**config.mk**
```make
export PLATFORM = sky130hd
export DESIGN_NAME = fmm_unit
export DESIGN_NICKNAME = d
export VERILOG_FILES = /design/src/rtl/fmm_pkg.sv /design/src/rtl/fmm_classify.sv /design/src/rtl/fmm_pick.sv /design/src/rtl/fmm_unit.sv
export SDC_FILE = /design/constraint.sdc
export NUM_CORES = 1
export LEC_CHECK = 0
export BUFFER_PORTS_ARGS = -buffer_cell sky130_fd_sc_hd__buf_2
export CORE_UTILIZATION = 53
export CTS_CLUSTER_SIZE = 30
export DETAILED_ROUTE_END_ITERATION = 10
export PLACE_DENSITY = 0.91
export SLEW_MARGIN = 0
export SYNTH_ARGS = -nofsm -noshare
export SYNTH_HDL_FRONTEND = slang
export SYNTH_SLANG_ARGS = --single-unit
```
**constraint.sdc**
```tcl
create_clock -name clk -period 1.1 [get_ports clk]
set_clock_uncertainty 0.15 [all_clocks]
set_input_delay 0.11 -clock clk [delete_from_list [all_inputs] [get_ports clk]]
set_output_delay 0.11 -clock clk [all_outputs]
set_load 0.03 [all_outputs]
```
**src/rtl/fmm_pkg.sv**
```systemverilog
package fmm_pkg;
  parameter int FP_W  = 32;
  parameter int EXP_W = 8;
  localparam int MAN_W = FP_W - EXP_W - 1;
  localparam int QBIT  = MAN_W - 1;
  localparam int TYPE_W = 3;

  typedef enum logic [TYPE_W-1:0] {
    SEM_IEEE = 3'd0, SEM_JAVA = 3'd1, SEM_CMAC = 3'd2,
    SEM_CPP  = 3'd3, SEM_FSTY = 3'd4
  } sem_e;

  typedef enum logic [2:0] {
    PICK_NUM, PICK_A, PICK_B, PICK_QA, PICK_QB
  } pick_e;

  typedef struct packed {
    logic neg;
    logic zero;
    logic nan;
    logic snan;
  } fcls_t;

  function automatic fcls_t fp_classify(input logic [FP_W-1:0] x);
    fcls_t c;
    logic exp_ones, man_zero;
    exp_ones = &x[FP_W-2 -: EXP_W];
    man_zero = ~|x[MAN_W-1:0];
    c.neg  = x[FP_W-1];
    c.zero = (~|x[FP_W-2:0]);
    c.nan  = exp_ones & ~man_zero;
    c.snan = c.nan & ~x[QBIT];
    return c;
  endfunction

  function automatic logic [FP_W-1:0] fp_quiet(input logic [FP_W-1:0] x);
    logic [FP_W-1:0] r;
    r = x;
    r[QBIT] = 1'b1;
    return r;
  endfunction

  // Sign-magnitude ordering: 1 when a is strictly below b.
  function automatic logic fp_less(input logic [FP_W-1:0] a,
                                   input logic [FP_W-1:0] b);
    logic [FP_W-2:0] ma, mb;
    ma = a[FP_W-2:0];
    mb = b[FP_W-2:0];
    if (a[FP_W-1] != b[FP_W-1]) return a[FP_W-1];
    else if (a[FP_W-1])         return ma > mb;
    else                        return ma < mb;
  endfunction
endpackage

```
**src/rtl/fmm_classify.sv**
```systemverilog
module fmm_classify
  import fmm_pkg::*;
(
  input  logic [FP_W-1:0] val_i,
  output fcls_t           cls_o
);
  always_comb cls_o = fp_classify(val_i);
endmodule

```
**src/rtl/fmm_pick.sv**
```systemverilog
module fmm_pick
  import fmm_pkg::*;
(
  input  fcls_t cls_a_i,
  input  fcls_t cls_b_i,
  input  sem_e  sem_i,
  input  logic  is_min_i,
  output pick_e pick_o,
  output logic  inv_o
);
  logic any_nan, any_snan, both_zero, neg_first;

  always_comb begin
    any_nan   = cls_a_i.nan | cls_b_i.nan;
    any_snan  = cls_a_i.snan | cls_b_i.snan;
    both_zero = cls_a_i.zero & cls_b_i.zero;
    neg_first = is_min_i ? cls_a_i.neg : ~cls_a_i.neg;
    pick_o = PICK_NUM;
    inv_o  = any_snan;
    if (any_nan) begin
      unique case (sem_i)
        SEM_JAVA, SEM_IEEE: begin
          if (cls_a_i.snan)      pick_o = PICK_QA;
          else if (cls_b_i.snan) pick_o = PICK_QB;
          else if (sem_i == SEM_JAVA)
            pick_o = cls_a_i.nan ? PICK_A : PICK_B;
          else
            pick_o = (cls_a_i.nan && !cls_b_i.nan) ? PICK_B : PICK_A;
        end
        SEM_FSTY: pick_o = cls_b_i.nan ? PICK_A : PICK_B;
        SEM_CMAC: begin pick_o = PICK_B; inv_o = 1'b1; end
        SEM_CPP:  begin pick_o = PICK_A; inv_o = 1'b1; end
        default:  pick_o = PICK_A;
      endcase
    end else if (both_zero) begin
      unique case (sem_i)
        SEM_CMAC: pick_o = PICK_B;
        SEM_CPP:  pick_o = PICK_A;
        default:  pick_o = neg_first ? PICK_A : PICK_B;
      endcase
    end
  end
endmodule

```
**src/rtl/fmm_unit.sv**
```systemverilog
module fmm_unit
  import fmm_pkg::*;
(
  input  logic             clk,
  input  logic             rst_n,
  input  logic             en_i,
  input  logic [FP_W-1:0]  opa_i,
  input  logic [FP_W-1:0]  opb_i,
  input  logic             is_min_i,
  input  logic [TYPE_W:0]  mode_i,
  output logic             valid_o,
  output logic [FP_W-1:0]  res_o,
  output logic             invalid_o,
  output logic             bad_type_o
);
  localparam int NOPS = 2;

  logic            abs_mode_w, reserved_w;
  sem_e            sem_w;
  logic [FP_W-1:0] opnd_w [NOPS];
  fcls_t           cls_w  [NOPS];
  pick_e           pick_w;
  logic            flag_inv_w, any_nan_w, any_snan_w;
  logic [FP_W-1:0] sel_w;

  always_comb begin
    abs_mode_w = mode_i[TYPE_W];
    reserved_w = mode_i[TYPE_W-1:0] > SEM_FSTY;
    sem_w      = reserved_w ? SEM_IEEE : sem_e'(mode_i[TYPE_W-1:0]);
  end

  for (genvar g = 0; g < NOPS; g++) begin : g_opnd
    logic [FP_W-1:0] raw;
    assign raw = (g == 0) ? opa_i : opb_i;
    assign opnd_w[g] = abs_mode_w ? {1'b0, raw[FP_W-2:0]} : raw;
    fmm_classify u_cls (.val_i(opnd_w[g]), .cls_o(cls_w[g]));
  end

  assign any_nan_w  = cls_w[0].nan  | cls_w[1].nan;
  assign any_snan_w = cls_w[0].snan | cls_w[1].snan;

  fmm_pick u_pick (
    .cls_a_i (cls_w[0]),
    .cls_b_i (cls_w[1]),
    .sem_i   (sem_w),
    .is_min_i(is_min_i),
    .pick_o  (pick_w),
    .inv_o   (flag_inv_w)
  );

  always_comb begin
    unique case (pick_w)
      PICK_A:  sel_w = opnd_w[0];
      PICK_B:  sel_w = opnd_w[1];
      PICK_QA: sel_w = fp_quiet(opnd_w[0]);
      PICK_QB: sel_w = fp_quiet(opnd_w[1]);
      default: sel_w = (fp_less(opnd_w[0], opnd_w[1]) == is_min_i)
                       ? opnd_w[0] : opnd_w[1];
    endcase
  end

  always_ff @(posedge clk or negedge rst_n) begin
    if (!rst_n) begin
      valid_o    <= 1'b0;
      res_o      <= '0;
      invalid_o  <= 1'b0;
      bad_type_o <= 1'b0;
    end else begin
      valid_o <= en_i;
      if (en_i) begin
        res_o      <= sel_w;
        invalid_o  <= flag_inv_w;
        bad_type_o <= reserved_w;
      end
    end
  end


  inv_needs_nan_chk: assert property (@(posedge clk) disable iff (!rst_n)
    flag_inv_w |-> any_nan_w);


  snan_raises_inv_chk: assert property (@(posedge clk) disable iff (!rst_n)
    any_snan_w |-> flag_inv_w);


  abs_sign_clear_chk: assert property (@(posedge clk) disable iff (!rst_n)
    (en_i && mode_i[TYPE_W]) |=> !res_o[FP_W-1]);


  reserved_flag_chk: assert property (@(posedge clk) disable iff (!rst_n)
    (en_i && mode_i[TYPE_W-1:0] > 3'd4) |=> bad_type_o);


  valid_follow_chk: assert property (@(posedge clk) disable iff (!rst_n)
    en_i |=> valid_o);


  hold_idle_chk: assert property (@(posedge clk) disable iff (!rst_n)
    !en_i |=> ($stable(res_o) && $stable(invalid_o) && !valid_o));
endmodule

```
==> results of run 1 <==
==> what timing repair did <==
action	CTS
setup buffers	12
cloned	1
hold endpoints to repair	46
endpoints found under the setup margin	67
pin swaps	19
gates resized for setup	127
hold buffers	15
==> synthesized netlist by cell type (all sizes together), types with 2 or more instances <==
cell type and number:
a211oi 3, a21o 4, a21oi 11, a221o 2
a22oi 2, and2 3, and4 2, buf 11
clkbuf 13, dfrtp 35, ha 31, inv 67
nand2 47, nand2b 2, nand4 13, nor2 12
nor2b 2, nor3 5, nor4 16, o2111ai 30
o211a 2, o211ai 3, o21ai 12, o221ai 31
o22ai 3, o311ai 2, or2 2
==> cells by family after synthesis <==
logic type,after synthesis,share of synthesized area [%]
xor+xnor,1,0.256
flops,35,25.6
buf+inv,91,11.5
compound gates,116,34.2
fa+ha+maj,31,11.3
mux,1,0.292
simple gates,109,16.9
==> metrics by stage <==
step | setup TNS (ns) | hold slack, ns | instance area (um2) | util [%] | cells
CTS | -37.33 | 0.00235 | 5650 | 93.2 | 663
detailed placement | -49.28 | -0.134 | 4780 | 78.8 | 627
global placement | -46.35 | -0.134 | 4780 | 78.8 | 627
floorplan | -38.58 | -0.336 | 3620 | - | 384
==> out/metrics.cfg, run 1 <==
[run_status]
error_line = [ERROR DPL-0038] Utilization greater than 100%, impossible to legalize
status = aborted with a tool error
haltStage = 5_1_grt

[synthesis]
synth_edf_count = 0
avgSynthCellArea_um2 = 8.92
yosys-top-cells-area = dfrtp_1 (26%), o221ai_2 (13%), ha_1 (11%), o2111ai_1 (7.7%), inv_1 (7.3%)
syn_inst = 384
synthesis.area_mm2 = 0.00342
syn_nets = 487
yosysUniqueCellTypes = 59
yosysWarnings = 0
synthFlopType = dfrtp_1
synth_top_area_share_pct = 25.6
ys_seq_elements = 35
ys_seq_area_share_pct = 25.6
yosys.area.top_type = dfrtp_1
async_flop_share_pct = 100

[grt]
grt_max_degree = 38

[placement]
dp_slack_ns = -1.54
port_buffers = 106
finalWeightedCongestion = 0.952
hpwl_um = 9350

[clock_network]
cts.sinks = 35
cts_buffers = 5
htreeDepth = 2
cts_max_path_buffers = 2
ctsRootBufferMaster = clkbuf_8

[die]
die_w_um = 82.4
io_pins = 107
initial_utilization_pct = 56.5
die_h_um = 82.4
num_rows = 28

[timing]
postGrtWorstEndpoint = res_o[8]$_DFFE_PN0P_/D
worst_path_end_type = sequential cell input

==> inputs of run 2 (changes only) <==
--- a/config.mk
+++ b/config.mk
@@ -6,10 +6,9 @@
 export NUM_CORES = 1
 export LEC_CHECK = 0
 export BUFFER_PORTS_ARGS = -buffer_cell sky130_fd_sc_hd__buf_2
-export CORE_UTILIZATION = 53
-export CTS_CLUSTER_SIZE = 30
+export CORE_UTILIZATION = 40
 export DETAILED_ROUTE_END_ITERATION = 10
-export PLACE_DENSITY = 0.91
+export PLACE_DENSITY_LB_ADDON = 0.15
 export SLEW_MARGIN = 0
 export SYNTH_ARGS = -nofsm -noshare
 export SYNTH_HDL_FRONTEND = slang
==> out/metrics.cfg, run 2 <==
[timing]
fin_setup_tns_ns = -39.57
fin_crit_sh_pct = 214
worst_pin_slew_ns = 0.339
fmaxAchievable_mhz = 424
whs_ns = -0.00104
hold_viol_final = 1
relSlewSlack_pct = 77.3
final.setup.worst_slack_ns = -1.26
drv_slew = 0
rsz0062_at_grt = yes
setup_viol = 57
final.min_clock_period_ns = 2.36

[placement]
port_buffers = 106  ; unchanged
finalWeightedCongestion = 0.909  ; -4.4%
hpwl_um = 8420  ; -10%
place_area_mm2 = 0.00484  ; +1.4%

[critical_path]
arrival_ns = 2.38
cp_data_required_time_ns = 1.13
endpoint_kind = register
r2r_end = res_o[11]
ff2ff_setup_slack_ns = 0.04
worstReg2RegStart = res_o[11]
critPathLaunchType = primary input
worstPathMaxFanout = 20
r2r_cells = 4
crit_type = in2reg

[power]
clock_power_share_pct = 17.9
p_total_w = 0.00562
sequentialPowerShare_pct = 29.1
internal_power_w = 0.00340
power_frac_comb_pct = 53.0
ir_worst_vdd_mv = 0.489
powerDensity_mw_per_mm2 = 920
swShare_pct = 39.5
leakagePower_nw = 2.78
power_switching_w = 0.00222

[grt]
grt_overflow = 0
track_usage_pct = 27.9
antenna_found_initial = 0
grt_first_pass_wirelength_um = 19400
grt_pass1_vias = 3979
grt_max_degree = 36

[die]
die_w_um = 94.5  ; +15%
die_area_mm2 = 0.00893
io_pins = 107  ; unchanged
num_rows = 33  ; +18%
initial_utilization_pct = 41.5  ; -15 points
die_h_um = 94.5  ; +15%
core_mm2 = 0.00826

[min_path]
hold_depth = 3
min_path_type = in2reg
whs_endpoint = res_o[11]
hp-start = opb_i[11]

[synthesis]
avgSynthCellArea_um2 = 8.92  ; unchanged
ys_seq_elements = 35  ; unchanged
yosysUniqueCellTypes = 59  ; unchanged
synth_top_area_share_pct = 25.6  ; unchanged
yosys.area.top_type = dfrtp_1
syn_inst = 384  ; unchanged
ys_seq_area_share_pct = 25.6  ; unchanged
synth_most_common_cell = inv_1
async_flop_share_pct = 100  ; unchanged
synth_edf_count = 0  ; unchanged
syn_nets = 487  ; unchanged
yosysWarnings = 0  ; unchanged
synthFlopType = dfrtp_1
synthesis.area_mm2 = 0.00342  ; unchanged
synth_top_cells_by_count = inv_1 (67), nand2_1 (47), dfrtp_1 (35)
yosys-top-cells-area = dfrtp_1 (26%), o221ai_2 (13%), ha_1 (11%), o2111ai_1 (7.7%), inv_1 (7.3%)

[clock_network]
path_clk_slew_ns = 0.09
clk_latency_ns = 0.29
cts_tree = built
ctsRootBufferMaster = clkbuf_8
cts_buffers = 5  ; unchanged
cts.sinks = 35  ; unchanged
htreeDepth = 2  ; unchanged
cts_max_path_buffers = 2  ; unchanged

[finish]
largest_reg_flops = 32
final_cell_mix = buf_4 (95), buf_6 (60), buf_2 (56)
finish.net_count = 709
top_register = res_o
stdcell_area_mm2 = 0.00611
final.fill_count = 606
drive_gt1_share_pct = 58.3
mostFrequentLayoutCell = buf_4
antenna_cells = 0
syn2layout_area_growth_pct = 78.5

[drt]
ant_nets = 0
post_drt_wl_per_cell_um = 17.2
routed_wl_um = 12300
drc = 0
dr.first_iter.drc_count = 211
vias = 3949
dr.pass1.iters = 5
vias_per_cell = 5.55

[job]
maxCapViolations = 0

[run_status]
status = finished with violations
violations = negative hold slack, negative setup slack

-- run 2: cell counts after synthesis --
No cell type changed its count.
-- run 2: how the worst max path moves through the flow --
stage               from   endpoint  slack, ns  cells past startpoint
2_1_floorplan  opb_i[18]   res_o[0]      -1.21                     11
3_3_place_gp   opa_i[17]  res_o[12]      -1.68                     11
3_5_place_dp   opa_i[19]  res_o[23]      -1.75                     11
4_1_cts        opa_i[16]  res_o[22]      -1.21                     12
5_1_grt        opa_i[11]  res_o[12]      -1.35                     11
6_report       opb_i[22]   res_o[5]      -1.26                     13
-- run 2: critical path, stage by stage --
cell and delay [ns]:
buf_4 0.13, inv_1 0.07, ha_4 0.27, nand4_1 0.13, nor4_4 0.34, o311ai_2 0.17, o211a_2 0.20, buf_4 0.15
a21oi_4 0.13, a22oi_4 0.11, buf_12 0.20, o2111ai_2 0.22, o221ai_2 0.14
-- run 2: power by group through the flow --
stage | sequential (W) | combinational [W] | clock (W)
global placement | 0.00161 | 0.00217 | 0
finish | 0.00164 | 0.00298 | 0.00100
detailed placement | 0.00161 | 0.00221 | 0
global route | 0.00166 | 0.00319 | 0.00107
floorplan | 0.00200 | 0.000987 | 0
CTS | 0.00163 | 0.00280 | 0.00101
-- run 2: cell families (layout without fill, tap and decap cells) --
group / count (synthesis) / after routing / share of synthesized area, %
compound gates: 116 / 117 / 34.2
simple gates: 109 / 109 / 16.9
buf+inv: 91 / 313 / 11.5
flops: 35 / 35 / 25.6
fa+ha+maj: 31 / 31 / 11.3
xor+xnor: 1 / 1 / 0.256
mux: 1 / 1 / 0.292
-- run 2: final cells by class --
type	count	area, um2	area share [%]
multi-input combinational	259	2720	44.4
timing repair buffer	238	2040	33.3
sequential	35	876	14.3
inverter	67	272	4.44
tap	105	131	2.15
clock buffer	7	76.3	1.25
clock inverter	1	5.00	0.0819
-- run 2: layer usage --
metal  part of all wire [%]  vias up  track usage [%]
li1                       -     1899                -
met1                     45     1918             37.9
met2                     49      116             46.5
met3                    4.3       16             3.14
met4                    1.8        0             8.46
met5                      0        -                0
-- run 2: per-stage QoR --
step / utilization [%] / instances / worst slack, ns
floorplan: - / 384 / -1.21
global placement: 58.7 / 661 / -1.68
detailed placement: 58.7 / 661 / -1.75
CTS: 70.8 / 703 / -1.21
global route: 74.0 / 712 / -1.35
finish: 74.0 / 712 / -1.26
-- run 2: repair_timing --
action	CTS	global route
gates cloned	2	0
hold endpoints to repair	48	1
hold buffers	15	1
gates resized for setup	135	39
pin swaps	25	13
endpoints found under the setup margin	67	68
buffers inserted	18	8
Power figures use the tool's default switching activity.
